## src/rtl/rgb2ycc_pkg.sv

```systemverilog
`timescale 1ns/1ps
package rgb2ycc_pkg;

    localparam int NUM_CH = 3;
    localparam int PIPE_LAT = 3;

    // Equation weights in thousandths; ch 0 = luma, 1 = blue diff, 2 = red diff.
    // col 0 = red weight, 1 = green weight, 2 = blue weight.
    function automatic int weight_milli(input int ch, input int col);
        int w;
        case (ch * 3 + col)
            0: w = 299;
            1: w = 587;
            2: w = 114;
            3: w = -172;
            4: w = -339;
            5: w = 511;
            6: w = 511;
            7: w = -428;
            default: w = -83;
        endcase
        return w;
    endfunction

    // Scale a thousandths weight by 2^fw, rounding half away from zero.
    function automatic int scale_weight(input int milli, input int fw);
        int num;
        num = milli * (1 << fw);
        if (num >= 0) return (num + 500) / 1000;
        return (num - 500) / 1000;
    endfunction

endpackage

```

## src/rtl/rgb2ycc_lane.sv

```systemverilog
`timescale 1ns/1ps
module rgb2ycc_lane #(
    parameter int CW   = 8,
    parameter int FW   = 10,
    parameter int K_R  = 0,
    parameter int K_G  = 0,
    parameter int K_B  = 0,
    parameter int OFS  = 0
) (
    input  logic          clk_i,
    input  logic [CW-1:0] r_i,
    input  logic [CW-1:0] g_i,
    input  logic [CW-1:0] b_i,
    output logic [CW-1:0] comp_o
);
    localparam int PW = CW + FW + 2;
    localparam int SW = PW + 3;
    localparam logic signed [PW-1:0] KR = PW'(K_R);
    localparam logic signed [PW-1:0] KG = PW'(K_G);
    localparam logic signed [PW-1:0] KB = PW'(K_B);
    localparam logic signed [SW-1:0] BIAS = SW'((OFS << FW) + (1 << (FW - 1)));
    localparam logic signed [SW-1:0] CMAX = SW'((1 << CW) - 1);

    typedef struct packed {
        logic signed [PW-1:0] p_r;
        logic signed [PW-1:0] p_g;
        logic signed [PW-1:0] p_b;
        logic signed [SW-1:0] acc;
        logic [CW-1:0]        res;
    } lane_state_t;

    lane_state_t st_d, st_q;
    logic signed [PW-1:0] r_ext, g_ext, b_ext;
    logic signed [SW-1:0] shifted;

    assign r_ext = {{(PW-CW){1'b0}}, r_i};
    assign g_ext = {{(PW-CW){1'b0}}, g_i};
    assign b_ext = {{(PW-CW){1'b0}}, b_i};

    always_comb begin
        st_d = st_q;
        // stage 1: weighted products
        st_d.p_r = r_ext * KR;
        st_d.p_g = g_ext * KG;
        st_d.p_b = b_ext * KB;
        // stage 2: full-width sum with offset and half-LSB
        st_d.acc = SW'($signed(st_q.p_r)) + SW'($signed(st_q.p_g))
                 + SW'($signed(st_q.p_b)) + BIAS;
        // stage 3: scale back and clamp
        shifted = $signed(st_q.acc) >>> FW;
        if (shifted < 0)
            st_d.res = '0;
        else if (shifted > CMAX)
            st_d.res = {CW{1'b1}};
        else
            st_d.res = shifted[CW-1:0];
    end

    always_ff @(posedge clk_i) begin
        st_q <= st_d;
    end

    assign comp_o = st_q.res;

endmodule

```

## src/rtl/rgb2ycc_flag_delay.sv

```systemverilog
`timescale 1ns/1ps
module rgb2ycc_flag_delay #(
    parameter int W     = 3,
    parameter int DEPTH = 3
) (
    input  logic         clk_i,
    input  logic         rst_ni,
    input  logic [W-1:0] flags_i,
    output logic [W-1:0] flags_o
);
    typedef logic [W-1:0] stage_t;

    stage_t [DEPTH-1:0] pipe_d, pipe_q;

    always_comb begin
        pipe_d[0] = flags_i;
        for (int i = 1; i < DEPTH; i++) begin
            pipe_d[i] = pipe_q[i-1];
        end
    end

    always_ff @(posedge clk_i or negedge rst_ni) begin
        if (!rst_ni) pipe_q <= '0;
        else         pipe_q <= pipe_d;
    end

    assign flags_o = pipe_q[DEPTH-1];

    // cycles since reset, saturating at 3, used only to gate the check
    logic [1:0] age_d, age_q;
    always_comb age_d = (age_q == 2'd3) ? age_q : age_q + 2'd1;
    always_ff @(posedge clk_i or negedge rst_ni) begin
        if (!rst_ni) age_q <= '0;
        else         age_q <= age_d;
    end

    // flags leave exactly three edges after they were sampled
    assert_flag_align_R7: assert property (@(posedge clk_i) disable iff (!rst_ni)
        (DEPTH == 3 && age_q == 2'd3) |-> (flags_o == $past(flags_i, 3)));

endmodule

```

## src/rtl/rgb2ycc_conv.sv

```systemverilog
`timescale 1ns/1ps
module rgb2ycc_conv #(
    parameter int CW = 8,
    parameter int FW = 10
) (
    input  logic            clk_i,
    input  logic            rst_ni,
    input  logic [3*CW-1:0] rgb_i,
    input  logic            pix_valid_i,
    input  logic            hsync_i,
    input  logic            vsync_i,
    output logic [3*CW-1:0] ycc_o,
    output logic            ycc_valid_o,
    output logic            hsync_o,
    output logic            vsync_o
);
    import rgb2ycc_pkg::*;

    localparam int MID = 1 << (CW - 1);

    logic [CW-1:0] r_c, g_c, b_c;
    assign r_c = rgb_i[2*CW +: CW];
    assign g_c = rgb_i[CW +: CW];
    assign b_c = rgb_i[0 +: CW];

    for (genvar ch = 0; ch < NUM_CH; ch++) begin : g_lane
        rgb2ycc_lane #(
            .CW (CW),
            .FW (FW),
            .K_R(scale_weight(weight_milli(ch, 0), FW)),
            .K_G(scale_weight(weight_milli(ch, 1), FW)),
            .K_B(scale_weight(weight_milli(ch, 2), FW)),
            .OFS((ch == 0) ? 0 : MID)
        ) u_lane (
            .clk_i (clk_i),
            .r_i   (r_c),
            .g_i   (g_c),
            .b_i   (b_c),
            .comp_o(ycc_o[(NUM_CH-1-ch)*CW +: CW])
        );
    end

    logic [2:0] flags_out;
    rgb2ycc_flag_delay #(
        .W    (3),
        .DEPTH(PIPE_LAT)
    ) u_flags (
        .clk_i  (clk_i),
        .rst_ni (rst_ni),
        .flags_i({pix_valid_i, hsync_i, vsync_i}),
        .flags_o(flags_out)
    );
    assign {ycc_valid_o, hsync_o, vsync_o} = flags_out;

    // cycles since reset, saturating at 3, used only to gate the checks
    logic [1:0] age_d, age_q;
    always_comb age_d = (age_q == 2'd3) ? age_q : age_q + 2'd1;
    always_ff @(posedge clk_i or negedge rst_ni) begin
        if (!rst_ni) age_q <= '0;
        else         age_q <= age_d;
    end

    localparam logic [CW-1:0] ZERO = '0;
    localparam logic [CW-1:0] FULL = '1;
    localparam logic [CW-1:0] MIDV = CW'(MID);

    // grey in, neutral chroma and identical luma out
    assert_grey_neutral_R9: assert property (@(posedge clk_i) disable iff (!rst_ni)
        (age_q == 2'd3 && $past(r_c, 3) == $past(g_c, 3) && $past(g_c, 3) == $past(b_c, 3))
        |-> (ycc_o == {$past(r_c, 3), MIDV, MIDV}));

    // pure blue drives blue-difference chroma to the top
    assert_cb_sat_high_R4: assert property (@(posedge clk_i) disable iff (!rst_ni)
        (age_q == 2'd3 && $past(rgb_i, 3) == {ZERO, ZERO, FULL})
        |-> (ycc_o[CW +: CW] == FULL));

    // pure red drives red-difference chroma to the top
    assert_cr_sat_high_R4: assert property (@(posedge clk_i) disable iff (!rst_ni)
        (age_q == 2'd3 && $past(rgb_i, 3) == {FULL, ZERO, ZERO})
        |-> (ycc_o[0 +: CW] == FULL));

    // yellow drives blue-difference chroma to the floor
    assert_cb_sat_low_R5: assert property (@(posedge clk_i) disable iff (!rst_ni)
        (age_q == 2'd3 && $past(rgb_i, 3) == {FULL, FULL, ZERO})
        |-> (ycc_o[CW +: CW] == ZERO));

endmodule

```

## config.mk

```make
export PLATFORM = sky130hd
export DESIGN_NAME = rgb2ycc_conv
export DESIGN_NICKNAME = d
export VERILOG_FILES = /design/src/rtl/rgb2ycc_pkg.sv /design/src/rtl/rgb2ycc_lane.sv /design/src/rtl/rgb2ycc_flag_delay.sv /design/src/rtl/rgb2ycc_conv.sv
export SDC_FILE = /design/constraint.sdc
export NUM_CORES = 1
export LEC_CHECK = 0
export ABC_AREA = 1
export BUFFER_PORTS_ARGS = -buffer_cell sky130_fd_sc_hd__buf_4
export CELL_PAD_IN_SITES_DETAIL_PLACEMENT = 0
export CELL_PAD_IN_SITES_GLOBAL_PLACEMENT = 2
export CORE_MARGIN = 8
export CORE_UTILIZATION = 35
export DETAILED_ROUTE_END_ITERATION = 12
export PLACE_DENSITY = 0.78
export SYNTH_ARGS = -nofsm -noshare
export SYNTH_HDL_FRONTEND = slang
export SYNTH_SLANG_ARGS = --single-unit
```

## constraint.sdc

```tcl
create_clock -name clk_i -period 4.75 [get_ports clk_i]
set_clock_uncertainty 0.05 [all_clocks]
set_input_delay 0.475 -clock clk_i [delete_from_list [all_inputs] [get_ports clk_i]]
set_output_delay 0.475 -clock clk_i [all_outputs]
set_load 0.005 [all_outputs]
```

After elaboration in Yosys (flattened, before gate mapping)
Cells that the tools add are included.
{"block": "word_totals", "register_bits": 255, "out_inout_bits": 27}
{"block": "classes", "n_addsub": 9, "n_mul": 9, "n_lt_le_gt_ge": 6, "muxes": 3}
{"operator": "multiplier 8 x 10 -> 18 bit, second input constant", "count": 3}
{"operator": "adder 23 x 19 -> 23 bit, second input constant", "count": 2}
{"operator": "greater-than comparator 13 x 9 -> 1 bit, second input constant", "count": 3}
{"operator": "less-than comparator 13 x 1 -> 1 bit, second input constant", "count": 3}
{"operator": "2-to-1 mux 8 bit", "count": 3}
{"operator": "adder 23 x 11 -> 23 bit, second input constant", "count": 1}
{"operator": "adder 20 x 17 -> 21 bit", "count": 1}
{"operator": "adder 20 x 19 -> 21 bit", "count": 1}
{"operator": "adder 18 x 19 -> 20 bit", "count": 1}
{"operator": "adder 19 x 15 -> 20 bit", "count": 1}
{"operator": "adder 19 x 19 -> 20 bit", "count": 1}
{"operator": "adder 17 x 18 -> 19 bit", "count": 1}
{"operator": "multiplier 9 x 10 -> 19 bit, second input constant", "count": 1}
{"operator": "multiplier 9 x 9 -> 18 bit, second input constant", "count": 1}
{"operator": "multiplier 9 x 8 -> 17 bit, second input constant", "count": 1}
{"operator": "multiplier 8 x 8 -> 16 bit, second input constant", "count": 1}
{"operator": "multiplier 8 x 7 -> 15 bit, second input constant", "count": 1}
{"operator": "multiplier 9 x 5 -> 14 bit, second input constant", "count": 1}

Depth between registers and ports, before layout
{"block": "depth", "ltp_word": 3, "mapped_depth": 24, "ltp_nobuf": 24}

Cells and area by module
Synthesis repeated with hierarchy kept, for this count alone.
{"block": "unflattened", "hier_cells": 2356, "hier_area_um2": 20593.5}
{"mod": "rgb2ycc_lane (g_lane[2].u_lane)", "n_inst": 1, "cells_each": 855, "area_each_um2": 7220.7, "seq_area_each_um2": 1461.4}
{"mod": "rgb2ycc_lane (g_lane[1].u_lane)", "n_inst": 1, "cells_each": 822, "area_each_um2": 6971.7, "seq_area_each_um2": 1421.4}
{"mod": "rgb2ycc_lane (g_lane[0].u_lane)", "n_inst": 1, "cells_each": 670, "area_each_um2": 6175.9, "seq_area_each_um2": 1341.3}
{"mod": "rgb2ycc_flag_delay", "n_inst": 1, "cells_each": 9, "area_each_um2": 225.2, "seq_area_each_um2": 225.2}

Worst setup path after synthesis
OpenSTA, ideal clock, no wires.
{"block": "synth_path", "kind": "input -> register", "from": "in rgb_i[8]", "to": "reg, netlist name g_lane[1].u_lane.st_q[69]", "setup_time_ps": 72, "t_arrival_ps": 4026, "t_required_ps": 4628, "slack_ps": 602, "stages": 14, "path_cell_list": "fa_1 > inv_1 > fa_1 > inv_1 > fa_1 > inv_1 > fa_1 > inv_1 > ha_1 > inv_1 > nor3_1 > nand4_1 > o21ai_0 > xor2_1"}
{"item": "start, declared", "line_no": "rgb2ycc_conv.sv:8", "source": "input logic [3*CW-1:0] rgb_i,"}

==> results.toml <==
[global_route]
grt_max_degree = 15
grt_pass1_wl_um = 76400
antenna_found_initial = 0
gr-total-overflow = 0
grt_pass1_vias = 14600
grt_usage = 0.150

[timing]
timing.final.crit_period_ns = 3.97
finalSetupTns_ns = 0
max_freq_mhz = 252
setup_viol = 0
fin_crit_sh = 0.836
worstMarginPinSlew_ns = 0.515
drv_slew = 0
slew_headroom = 0.656
rsz0062_at_grt = "no"
final_hold_viol_count = 0

[synthesis]
synthAdderAreaFrac = 0.406
synth-simple-area-share = 0.153
yosys-mux-area-fraction = 0
netlist_instances = 2310
synthesis.area_um2 = 19600
synth_top_family_by_area = "adder cells"
avgSynthCellArea_um2 = 8.46
yosysSeqAreaShare = 0.217
synth_edf_count = 0
synthFlopType = "dfxtp_1"
yosysUniqueCellTypes = 46
synth-async-reset-ratio = 0.0429
syn_nets = 2885
synth_top_cell_by_area = "ha_1"
synth_seq_cells = 210
synth_top_area_share = 0.255
synth_compound_area_frac = 0.0639
synth.area.top_cells = "ha_1 (26%), dfxtp_1 (21%), fa_1 (15%)"
ys_warn_count = 0
synth_xor_area_frac = 0.0527

[detailed_routing]
wirelength_um = 47200
vias = 14000
drtPass1Iterations = 7
drc_errors = 0
vias_per_cell = 4.46
post_drt_wl_per_cell_um = 15.0
drt_iter0_drc = 515
antenna_left = 0

[cts]
ctsRootBufferMaster = "clkbuf_16"
clockBufferDepth = 3
numClockSinks = 210
cts_setup_buffers = 0
cts_made_buffers = 27
cts.clk_slew.worst_paths_ns = 0.06
cts_tree = "built"
clk_latency_ns = 0.55
h-tree-depth = 1

[floorplanning]
dieHeight_um = 252
start_util = 0.354
ioPinCount = 56
rows = 86
die_w_um = 252
die_area_um2 = 63700
core_area_um2 = 55200

[min_path]
hp-class = "input pin to flip-flop"

[placed_design]
gp_congestion = 0.861
portBuffers = 55
dpl.hpwl_um = 40900
place_area_um2 = 20700

[layout]
drive_gt1_frac = 0.0715
fill_cells = 5660
fin_area_um2 = 21700
multi_input_area_um2 = 13200
finalNetCount = 2948
final_common_cell = "inv_1"
antennaDiodeCount = 0
regArea_um2 = 4250
final_cell_mix = "inv_1 (497), ha_1 (399), nand2_1 (397)"
area_growth_pct = 10.8

[setup_path]
cp-start-kind = "input pin"
cp.arrival_ns = 4.40
crit_type = "input pin to flip-flop"
crit_required_ns = 5.18
path_max_fanout = 10
crit_path_end_kind = "flip-flop"

[flow_run]
cap_violations = 0

[outcome]
status = "finished, final reports clean"
[area by class of cell]
| type | count | share of cell area |
|---|---|---|
| Clock buffer | 32 | 0.0330 |
| Clock inverter | 17 | 0.00883 |
| Inverter | 511 | 0.0885 |
| Multi-Input combinational cell | 1563 | 0.609 |
| Sequential cell | 210 | 0.196 |
| Tap cell | 748 | 0.0432 |
| Timing Repair Buffer | 60 | 0.0212 |
[cells in the mapped netlist (2+ instances only)]
cell type and instances:
inv_1 497, ha_1 399, nand2_1 397, dfxtp_1 201, fa_1 147, a21oi_1 118, nor2_1 101, xor2_1 82
nand3_1 79, o21ai_0 57, xnor2_1 32, buf_4 24, nand4_1 23, nand2_2 18, inv_2 14, nor2_2 13
nor3_1 10, a21o_1 9, dfrtp_1 9, nand3b_1 9, a31oi_1 8, nor2_4 8, o21bai_1 8, o21a_1 6
o21ai_1 4, nand3_2 3, o211ai_1 3, o31ai_1 3, a21boi_0 2, a21oi_2 2, clkbuf_1 2, nand3_4 2
nor3_2 2, nor4_1 2, o2111ai_1 2, o21bai_2 2, or4_1 2, xor2_2 2
[metrics by stage]
stage	hold WS, ns	utilization	worst slack (ns)	cells
2_1_floorplan	0.129	-	0.602	2310
3_3_place_gp	0.246	0.375	0.351	3088
5_1_grt	0.0696	0.393	0.566	3141
4_1_cts	0.0525	0.393	0.832	3141
6_report	0.0901	0.393	0.778	3141
3_5_place_dp	0.251	0.375	0.281	3088
[registers in the layout, summed over array words and instances (netlist names)]
register and count:
g_lane.u_lane.st_q 141, u_flags.flags_o 3, g_lane.u_lane.comp_o 24, g_lane.u_lane.shifted 36, u_flags.pipe_d 6
[critical path: stages]
cell	delay (ns)
buf_4	0.17
inv_1	0.13
ha_1	0.35
inv_1	0.07
fa_1	0.50
inv_1	0.06
fa_1	0.51
inv_1	0.06
fa_1	0.54
inv_1	0.04
ha_1	0.35
a21oi_1	0.19
nor2_1	0.06
a211oi_1	0.29
o31ai_1	0.17
nand2_1	0.09
nand2_1	0.05
a21oi_1	0.14
xor2_1	0.17
[routing by layer]
layer	GRT usage	routed length [um]	vias up
li1	-	-	7387
met1	0.193	22300	6455
met2	0.260	22200	120
met3	0.0173	1070	62
met4	0.0478	1640	0
met5	0	0	-
[kinds of logic after synthesis]
family          after synthesis
flops                       210
compound gates              226
simple gates                675
xor+xnor                    116
buf+inv                     537
fa+ha+maj                   546
[path summary, 6_finish.rpt]
path                                            from                     endpoint  slack (ns)  cells after the start
max                                        rgb_i[15]    g_lane[0].u_lane.st_q[66]        0.78                     19
min reg2reg                        u_flags.pipe_d[6]           u_flags.flags_o[0]        0.30                      0
max in group asynchronous                     rst_ni            u_flags.pipe_d[3]        4.29                      2
min                                        rgb_i[10]    g_lane[0].u_lane.st_q[53]        0.09                      1
max reg2reg                g_lane[2].u_lane.st_q[71]  g_lane[1].u_lane.shifted[7]        1.34                     16
min in group asynchronous                     rst_ni            u_flags.pipe_d[4]        0.23                      2
[what timing repair did]
action                     4_1_cts  5_1_grt
setup endpoints to repair        0        0
hold endpoints to repair        12        0
gates resized for setup          0        0
hold buffers                     4        0
Power is not shown: default switching activity piles up to over one toggle a cycle in this logic, so the estimate is an artifact.
